### config.mk
export PLATFORM = sky130hd
export DESIGN_NAME = flash_susp_ctrl
export DESIGN_NICKNAME = d
export VERILOG_FILES = /design/src/rtl/fsc_pkg.sv /design/src/rtl/fsc_op_timer.sv /design/src/rtl/fsc_array.sv /design/src/rtl/flash_susp_ctrl.sv
export SDC_FILE = /design/constraint.sdc
export NUM_CORES = 1
export LEC_CHECK = 0
export CAP_MARGIN = 20
export CORE_ASPECT_RATIO = 1.5
export CORE_MARGIN = 2
export CORE_UTILIZATION = 58
export CTS_BUF_LIST = sky130_fd_sc_hd__clkbuf_4
export CTS_CLUSTER_SIZE = 12
export DETAILED_ROUTE_END_ITERATION = 8
export PLACE_DENSITY = 0.78
export REMOVE_ABC_BUFFERS = 1
export SETUP_SLACK_MARGIN = 0.3
export SLEW_MARGIN = 20
export SYNTH_ARGS = -nofsm -noshare
export SYNTH_HDL_FRONTEND = slang
export SYNTH_SLANG_ARGS = --single-unit
### constraint.sdc
create_clock -name clk -period 2.6 [get_ports clk]
set_input_delay 0.78 -clock clk [delete_from_list [all_inputs] [get_ports clk]]
set_output_delay 0.78 -clock clk [all_outputs]
set_load 0.01 [all_outputs]
### src/rtl/fsc_pkg.sv
package fsc_pkg;
  localparam int BYTE_W = 8;

  localparam logic [7:0] OP_READ_ARR = 8'hFF;
  localparam logic [7:0] OP_READ_SR  = 8'h70;
  localparam logic [7:0] OP_CLR_SR   = 8'h50;
  localparam logic [7:0] OP_ERASE    = 8'h20;
  localparam logic [7:0] OP_CONFIRM  = 8'hD0;
  localparam logic [7:0] OP_PROGRAM  = 8'h40;
  localparam logic [7:0] OP_SUSPEND  = 8'hB0;

  // status bit positions
  localparam int SB_READY = 7;
  localparam int SB_ESUSP = 6;
  localparam int SB_EFAIL = 5;
  localparam int SB_PFAIL = 4;
  localparam int SB_VPP   = 3;
  localparam int SB_PSUSP = 2;
  localparam int SB_LOCK  = 1;

  localparam logic [7:0] ERR_CLR_MASK = 8'h3A;

  typedef enum logic [1:0] {T_IDLE, T_RUN, T_DRAIN, T_SUSP} tmr_st_t;
  typedef enum logic [1:0] {CS_IDLE, CS_ESETUP, CS_PSETUP} cmd_st_t;
endpackage

### src/rtl/fsc_op_timer.sv
module fsc_op_timer
  import fsc_pkg::*;
#(
  parameter int CNT_W    = 6,
  parameter int SUSP_LAT = 4
) (
  input  logic             clk,
  input  logic             rst,
  input  logic             start,
  input  logic [CNT_W-1:0] load,
  input  logic             susp_req,
  input  logic             resume,
  output logic             busy,
  output logic             can_susp,
  output logic             susp,
  output logic             tick,
  output logic [CNT_W-1:0] cnt
);
  localparam int LAT_W = $clog2(SUSP_LAT + 1);

  tmr_st_t          st_q;
  logic [LAT_W-1:0] lat_q;

  always_comb begin
    busy     = (st_q == T_RUN) || (st_q == T_DRAIN);
    can_susp = (st_q == T_RUN);
    susp     = (st_q == T_SUSP);
    tick     = busy;
  end

  always_ff @(posedge clk) begin
    if (rst) begin
      st_q  <= T_IDLE;
      cnt   <= '0;
      lat_q <= '0;
    end else begin
      case (st_q)
        T_IDLE: begin
          if (start) begin
            st_q <= T_RUN;
            cnt  <= load;
          end
        end
        T_RUN: begin
          if (cnt == '0) begin
            st_q <= T_IDLE;
          end else begin
            cnt <= cnt - 1'b1;
            if (susp_req) begin
              st_q  <= T_DRAIN;
              lat_q <= LAT_W'(SUSP_LAT - 1);
            end
          end
        end
        T_DRAIN: begin
          if (cnt == '0) begin
            st_q <= T_IDLE;
          end else begin
            cnt <= cnt - 1'b1;
            if (lat_q == '0) st_q <= T_SUSP;
            else             lat_q <= lat_q - 1'b1;
          end
        end
        default: begin
          if (resume) st_q <= T_RUN;
        end
      endcase
    end
  end
endmodule

### src/rtl/fsc_array.sv
module fsc_array #(
  parameter int AW = 6,
  parameter int DW = 8
) (
  input  logic          clk,
  input  logic          we,
  input  logic [AW-1:0] waddr,
  input  logic [DW-1:0] wdata,
  input  logic [AW-1:0] raddr,
  output logic [DW-1:0] rdata
);
  localparam int DEPTH = 1 << AW;

  logic [DW-1:0] mem [DEPTH];

  initial begin
    for (int i = 0; i < DEPTH; i++) mem[i] = '1;
  end

  always_ff @(posedge clk) begin
    if (we) mem[waddr] <= wdata;
    rdata <= mem[raddr];
  end
endmodule

### src/rtl/flash_susp_ctrl.sv
module flash_susp_ctrl
  import fsc_pkg::*;
#(
  parameter int ADDR_W    = 6,
  parameter int BLK_BITS  = 2,
  parameter int PROG_CYC  = 8,
  parameter int ERASE_CYC = 40,
  parameter int SUSP_LAT  = 4
) (
  input  logic                     clk,
  input  logic                     rst,
  input  logic                     cmd_we,
  input  logic [7:0]               cmd_data,
  input  logic [ADDR_W-1:0]        cmd_addr,
  input  logic [ADDR_W-1:0]        rd_addr,
  output logic [7:0]               rd_data,
  input  logic                     vpp_ok,
  input  logic                     wp_n,
  input  logic [(1<<BLK_BITS)-1:0] lock_bits,
  output logic                     sts_oe
);
  localparam int OFF_W     = ADDR_W - BLK_BITS;
  localparam int BLK_WORDS = 1 << OFF_W;
  localparam int MAX_CYC   = (ERASE_CYC > PROG_CYC) ? ERASE_CYC : PROG_CYC;
  localparam int CNT_W     = $clog2(MAX_CYC + 1) + 1;

  // engine handshakes
  logic             e_busy, e_can, e_susp, e_tick;
  logic             p_busy, p_can, p_susp, p_tick;
  logic [CNT_W-1:0] e_cnt, p_cnt;
  logic             start_e, start_p, sreq_e, sreq_p, res_e, res_p;

  // command decode outputs
  logic             eres_req, clr_err, to_arr, to_sr;
  logic [7:0]       set_err;
  cmd_st_t          cs_q, cs_nxt;

  // held context
  logic [ADDR_W-1:0]   paddr_q;
  logic [7:0]          pdata_q;
  logic [BLK_BITS-1:0] eblk_q;
  logic [7:0]          err_q;
  logic                mode_sr_q;
  logic                eres_pend_q;

  logic [BLK_BITS-1:0] blk_in, rd_blk;
  logic                lock_hit, any_busy;
  logic [7:0]          sr;

  // array port
  logic              mem_we;
  logic [ADDR_W-1:0] mem_waddr;
  logic [7:0]        mem_wdata, arr_q;
  logic              show_sr, show_q;
  logic [7:0]        sr_q;

  assign blk_in   = cmd_addr[ADDR_W-1 -: BLK_BITS];
  assign rd_blk   = rd_addr[ADDR_W-1 -: BLK_BITS];
  assign lock_hit = lock_bits[blk_in] && !wp_n;
  assign any_busy = e_busy || p_busy;

  always_comb begin
    start_e  = 1'b0;
    start_p  = 1'b0;
    sreq_e   = 1'b0;
    sreq_p   = 1'b0;
    res_p    = 1'b0;
    eres_req = 1'b0;
    clr_err  = 1'b0;
    to_arr   = 1'b0;
    to_sr    = 1'b0;
    set_err  = '0;
    cs_nxt   = cs_q;
    if (cmd_we) begin
      if (cs_q == CS_PSETUP) begin
        cs_nxt = CS_IDLE;
        to_sr  = 1'b1;
        if (!vpp_ok) begin
          set_err[SB_VPP]   = 1'b1;
          set_err[SB_PFAIL] = 1'b1;
        end else if (lock_hit) begin
          set_err[SB_LOCK]  = 1'b1;
          set_err[SB_PFAIL] = 1'b1;
        end else if (!(e_susp && (blk_in == eblk_q))) begin
          start_p = 1'b1;
        end
      end else if (cs_q == CS_ESETUP) begin
        cs_nxt = CS_IDLE;
        to_sr  = 1'b1;
        if (cmd_data != OP_CONFIRM) begin
          set_err[SB_PFAIL] = 1'b1;
          set_err[SB_EFAIL] = 1'b1;
        end else if (!vpp_ok) begin
          set_err[SB_VPP]   = 1'b1;
          set_err[SB_EFAIL] = 1'b1;
        end else if (lock_hit) begin
          set_err[SB_LOCK]  = 1'b1;
          set_err[SB_PFAIL] = 1'b1;
        end else begin
          start_e = 1'b1;
        end
      end else if (p_susp) begin
        case (cmd_data)
          OP_READ_ARR: to_arr = 1'b1;
          OP_READ_SR:  to_sr  = 1'b1;
          OP_CONFIRM:  begin res_p = 1'b1; to_sr = 1'b1; end
          default:     ;
        endcase
      end else if (any_busy) begin
        case (cmd_data)
          OP_READ_SR: to_sr = 1'b1;
          OP_SUSPEND: begin
            to_sr = 1'b1;
            if (p_can)      sreq_p = 1'b1;
            else if (e_can) sreq_e = 1'b1;
          end
          OP_CONFIRM: if (e_susp) eres_req = 1'b1;
          default: ;
        endcase
      end else if (e_susp) begin
        case (cmd_data)
          OP_READ_ARR: to_arr = 1'b1;
          OP_READ_SR:  to_sr  = 1'b1;
          OP_PROGRAM:  cs_nxt = CS_PSETUP;
          OP_CONFIRM:  begin eres_req = 1'b1; to_sr = 1'b1; end
          default:     ;
        endcase
      end else begin
        case (cmd_data)
          OP_READ_ARR: to_arr  = 1'b1;
          OP_READ_SR:  to_sr   = 1'b1;
          OP_CLR_SR:   clr_err = 1'b1;
          OP_ERASE:    cs_nxt  = CS_ESETUP;
          OP_PROGRAM:  cs_nxt  = CS_PSETUP;
          default:     ;
        endcase
      end
    end
  end

  // erase resume waits for any nested program to leave the picture
  assign res_e = e_susp && !p_busy && !p_susp && (eres_req || eres_pend_q);

  always_ff @(posedge clk) begin
    if (rst) begin
      cs_q        <= CS_IDLE;
      paddr_q     <= '0;
      pdata_q     <= '0;
      eblk_q      <= '0;
      err_q       <= '0;
      mode_sr_q   <= 1'b0;
      eres_pend_q <= 1'b0;
      sts_oe      <= 1'b0;
    end else begin
      cs_q        <= cs_nxt;
      eres_pend_q <= (eres_pend_q || eres_req) && !res_e;
      sts_oe      <= any_busy;
      if (start_p) begin
        paddr_q <= cmd_addr;
        pdata_q <= cmd_data;
      end
      if (start_e) eblk_q <= blk_in;
      if (clr_err) err_q <= err_q & ~ERR_CLR_MASK;
      else         err_q <= err_q | set_err;
      if (to_arr)     mode_sr_q <= 1'b0;
      else if (to_sr) mode_sr_q <= 1'b1;
    end
  end

  assign sr = {~any_busy, e_susp, err_q[SB_EFAIL], err_q[SB_PFAIL],
               err_q[SB_VPP], p_susp, err_q[SB_LOCK], 1'b0};

  fsc_op_timer #(.CNT_W(CNT_W), .SUSP_LAT(SUSP_LAT)) u_erase_tmr (
    .clk(clk), .rst(rst), .start(start_e), .load(CNT_W'(ERASE_CYC - 1)),
    .susp_req(sreq_e), .resume(res_e), .busy(e_busy), .can_susp(e_can),
    .susp(e_susp), .tick(e_tick), .cnt(e_cnt)
  );

  fsc_op_timer #(.CNT_W(CNT_W), .SUSP_LAT(SUSP_LAT)) u_prog_tmr (
    .clk(clk), .rst(rst), .start(start_p), .load(CNT_W'(PROG_CYC - 1)),
    .susp_req(sreq_p), .resume(res_p), .busy(p_busy), .can_susp(p_can),
    .susp(p_susp), .tick(p_tick), .cnt(p_cnt)
  );

  // program writes on its last step; erase clears one word per step at the tail
  always_comb begin
    mem_we    = 1'b0;
    mem_waddr = {eblk_q, e_cnt[OFF_W-1:0]};
    mem_wdata = 8'hFF;
    if (p_tick) begin
      mem_we    = (p_cnt == '0);
      mem_waddr = paddr_q;
      mem_wdata = pdata_q;
    end else if (e_tick) begin
      mem_we = (e_cnt < CNT_W'(BLK_WORDS));
    end
  end

  fsc_array #(.AW(ADDR_W), .DW(BYTE_W)) u_array (
    .clk(clk), .we(mem_we), .waddr(mem_waddr), .wdata(mem_wdata),
    .raddr(rd_addr), .rdata(arr_q)
  );

  assign show_sr = mode_sr_q || any_busy ||
                   (p_susp && (rd_addr == paddr_q)) ||
                   (e_susp && (rd_blk == eblk_q));

  always_ff @(posedge clk) begin
    if (rst) begin
      show_q <= 1'b0;
      sr_q   <= 8'h80;
    end else begin
      show_q <= show_sr;
      sr_q   <= sr;
    end
  end

  assign rd_data = show_q ? sr_q : arr_q;
endmodule

==> results.txt, run 1 <==
worst vdd ir - 450 uV
count of cell types in the netlist - 81
initial core utilization - 0.588
most frequent cells in the layout - edfxtp_1, clkbuf_4, buf_4, mux4_2, nor2_1
f_max - 390 MHz
min Tclk post-route - 2.56 ns
ANT nets after route - 0
Clock Pin Slew Worst Setup and Hold Paths - 0.06 ns
Top Family by Delay on Critical Path - flip-flops
largest net degree at the start of global routing - 65
final core occ - 0.699
first-pass GRT wire length - 83,700 um
nets - 1,705
WP data required - 1.82 ns
crit path capture - rd_data[2]
Initial DRT Pass Iterations - 5
maxcap violations - 0
Min Hold Slack - 0.391 ns
H-tree levels - 3
RSZ-0062 raised after global routing - true
Initial DRC Count - 1,245
Chip Width - 169 um
Avg Cell Area, Syn - 17.5 um2
Clock Skew - 0.0691 ns
I/O pin total - 38
CP Max Fanout - 8
Startpoint Class - flip-flop
CTS tree - built
# rows - 90
R2R depth - 8
Finish-stage setup viols - 0
ys async rst share - 0
number of flops mapped to enable cells by yosys - 512
fin. max-slew vios - 0
number of antenna violations at the first check in global routing - 1
Most used DFF post-synth - edfxtp_1
Skew-Pair Late Insertion Delay - 0.87 ns
DRC - 0
vias in the first global route - 14.7k
CP max stage delay - 0.46 ns
RR Startpoint - u_prog_tmr.cnt[5]
Area contributors post-synth - edfxtp_1, mux4_2, dfxtp_1
status - completed
WL final - 56,200 um
DP HPWL - 37,300 um
synthesized instance count - 1,353
yosys warns - 0
Critical Path Sink Type - primary output
crit-path cells - mux2_4, buf_6
dpl cell area - 26,200 um2
crit path DAT - 1.78 ns
share of layout cells above drive strength 1 - 0.370
register area share after synthesis - 0.703
worst hold path class - input port to flip-flop
CP startpoint - show_q
Worst path depth - 2
Tot GR Track Use - 0.266
Mapped Area - 23,700 um2
DP Worst Slack - -0.275 ns
Root Driver - clkbuf_4
GRT overflow - 0
detailed-route via count - 14.3k
Clock Sinks - 577
Tcrit/Tclk final - 0.985
slew margin rel. - 0.505
Leakage - 10.0 nW
area grow syn2layout - 18.9%
hold_sp - rst
endpoints failing hold - 0
crit path buf inv count - 1
CP Class - flip-flop to primary output
reg2reg end - u_array.mem[40][2]
die area - 42,600 um2
internal reg-to-reg setup slack - 0.27 ns
top cell type's share of synthesized area - 0.648
Die Ht - 252 um
hold bufs inserted after CTS - 0
Tightest Pin Transition - 0.743 ns
routed len/inst - 24.8 um
slowest CP cell - dfxtp_4
Final Power - 18.8 mW
vias per cell - 6.29
fin worst setup slack - 0.0387 ns
number of buffers created by CTS - 121
register bit total from synthesis - 577
fin area - 28,200 um2
Clock Tree Buf Depth - 3
pwr dens - 668 nW/um2
cell taking the most area after synthesis - edfxtp_1
IO Port Bufs - 37
most common cell after layout, fill and taps aside - edfxtp_1
Core Footprint - 40,300 um2
Final Wtd Congestion - 0.864
[worst min path at each step]
stage / cells past startpoint / endpoint / slack (ns)
2_1_floorplan: 1 / u_prog_tmr.lat_q[0] / 0.43
6_report: 2 / sr_q[4] / 0.39
3_3_place_gp: 1 / err_q[1] / 0.44
3_5_place_dp: 1 / err_q[3] / 0.45
4_1_cts: 2 / sr_q[4] / 0.32
5_1_grt: 2 / sr_q[6] / 0.37
[synth_stat cells (5+ instances only)]
cell type and instances:
a211oi_1 7, a21oi_1 22, a221oi_1 6, a22o_1 5, a311oi_1 11, a31oi_1 14
a32o_1 6, and3_1 5, buf_2 21, buf_4 12, buf_6 7, clkbuf_1 22
dfxtp_1 65, edfxtp_1 512, ha_1 17, inv_1 22, mux2_2 22, mux2i_1 52
mux4_2 118, nand2_1 42, nand2b_1 24, nand3_1 18, nand3b_1 7, nand4_1 8
nor2_1 112, nor2b_1 16, nor3_1 14, o211ai_1 6, o21ai_0 26, o221a_2 5
o221ai_1 5, o22ai_1 12, o31ai_1 10, o32ai_1 5, or2_2 5, xnor2_1 5
xor2_1 6
[metrics by stage]
stage	setup TNS [ns]	std cells
after floorplan	-109.04	1287
after global placement	-4.82	2038
after detailed placement	-8.43	2038
after CTS	-0.0265	2264
after global routing	-0.0132	2268
final	0	2268
[area by class of cell]
class | count | area, um2
multi-input cells | 688 | 6850
diodes | 1 | 2.50
repair buffers | 249 | 2340
clock buffers | 184 | 1380
inverters | 22 | 82.6
well taps | 506 | 633
clock inverters | 41 | 216
fillers | 2514 | 12100
flip-flops and latches | 577 | 16700
[timing repair]
| action | CTS | global route |
|---|---|---|
| pin swaps | 2 | 11 |
| gates resized for setup | 77 | 83 |
| setup buffers | 1 | 3 |
| endpoints found under the setup margin | 523 | 513 |
[state kept, by name (all words and copies together), names as in the netlist, 2 cells and up]
register	count
u_array.rdata	8
err_q	4
cs_q	2
u_erase_tmr.st_q	2
u_prog_tmr.st_q	2
paddr_q	6
eblk_q	2
u_prog_tmr.lat_q	3
u_erase_tmr.lat_q	3
u_erase_tmr.cnt	7
u_prog_tmr.cnt	7
pdata_q	8
sr_q	7
u_array.mem	512
[power by group]
part	switching, mW	internal (mW)
Clock	3.37	3.36
Combinational	1.07	0.784
Sequential	0.0712	10.2
[routing by layer]
metal / wire (um) / share of wire / track usage
met1: 19000 / 0.34 / 0.298
met2: 30000 / 0.53 / 0.482
met3: 4170 / 0.074 / 0.0535
met4: 3010 / 0.054 / 0.132
met5: 0 / 0 / 0
[cells by family after synthesis]
kind of cell / count (synthesis) / share of synthesized area
AOI/OAI and AO/OA: 175 / 0.0562
xor gates and xnor gates: 11 / 0.00406
adders and majority gates: 17 / 0.00897
buffers and inverters: 88 / 0.0193
DFF: 577 / 0.703
muxes: 192 / 0.144
and+or+nand+nor: 293 / 0.0638
No activity file was read; power rests on OpenSTA's default activity.
==> inputs of run 2 (changes only) <==
CAP_MARGIN = not set   (was 20)
==> results of run 2 <==
The final DEF is identical to that of run 1; final timing and power are the same.
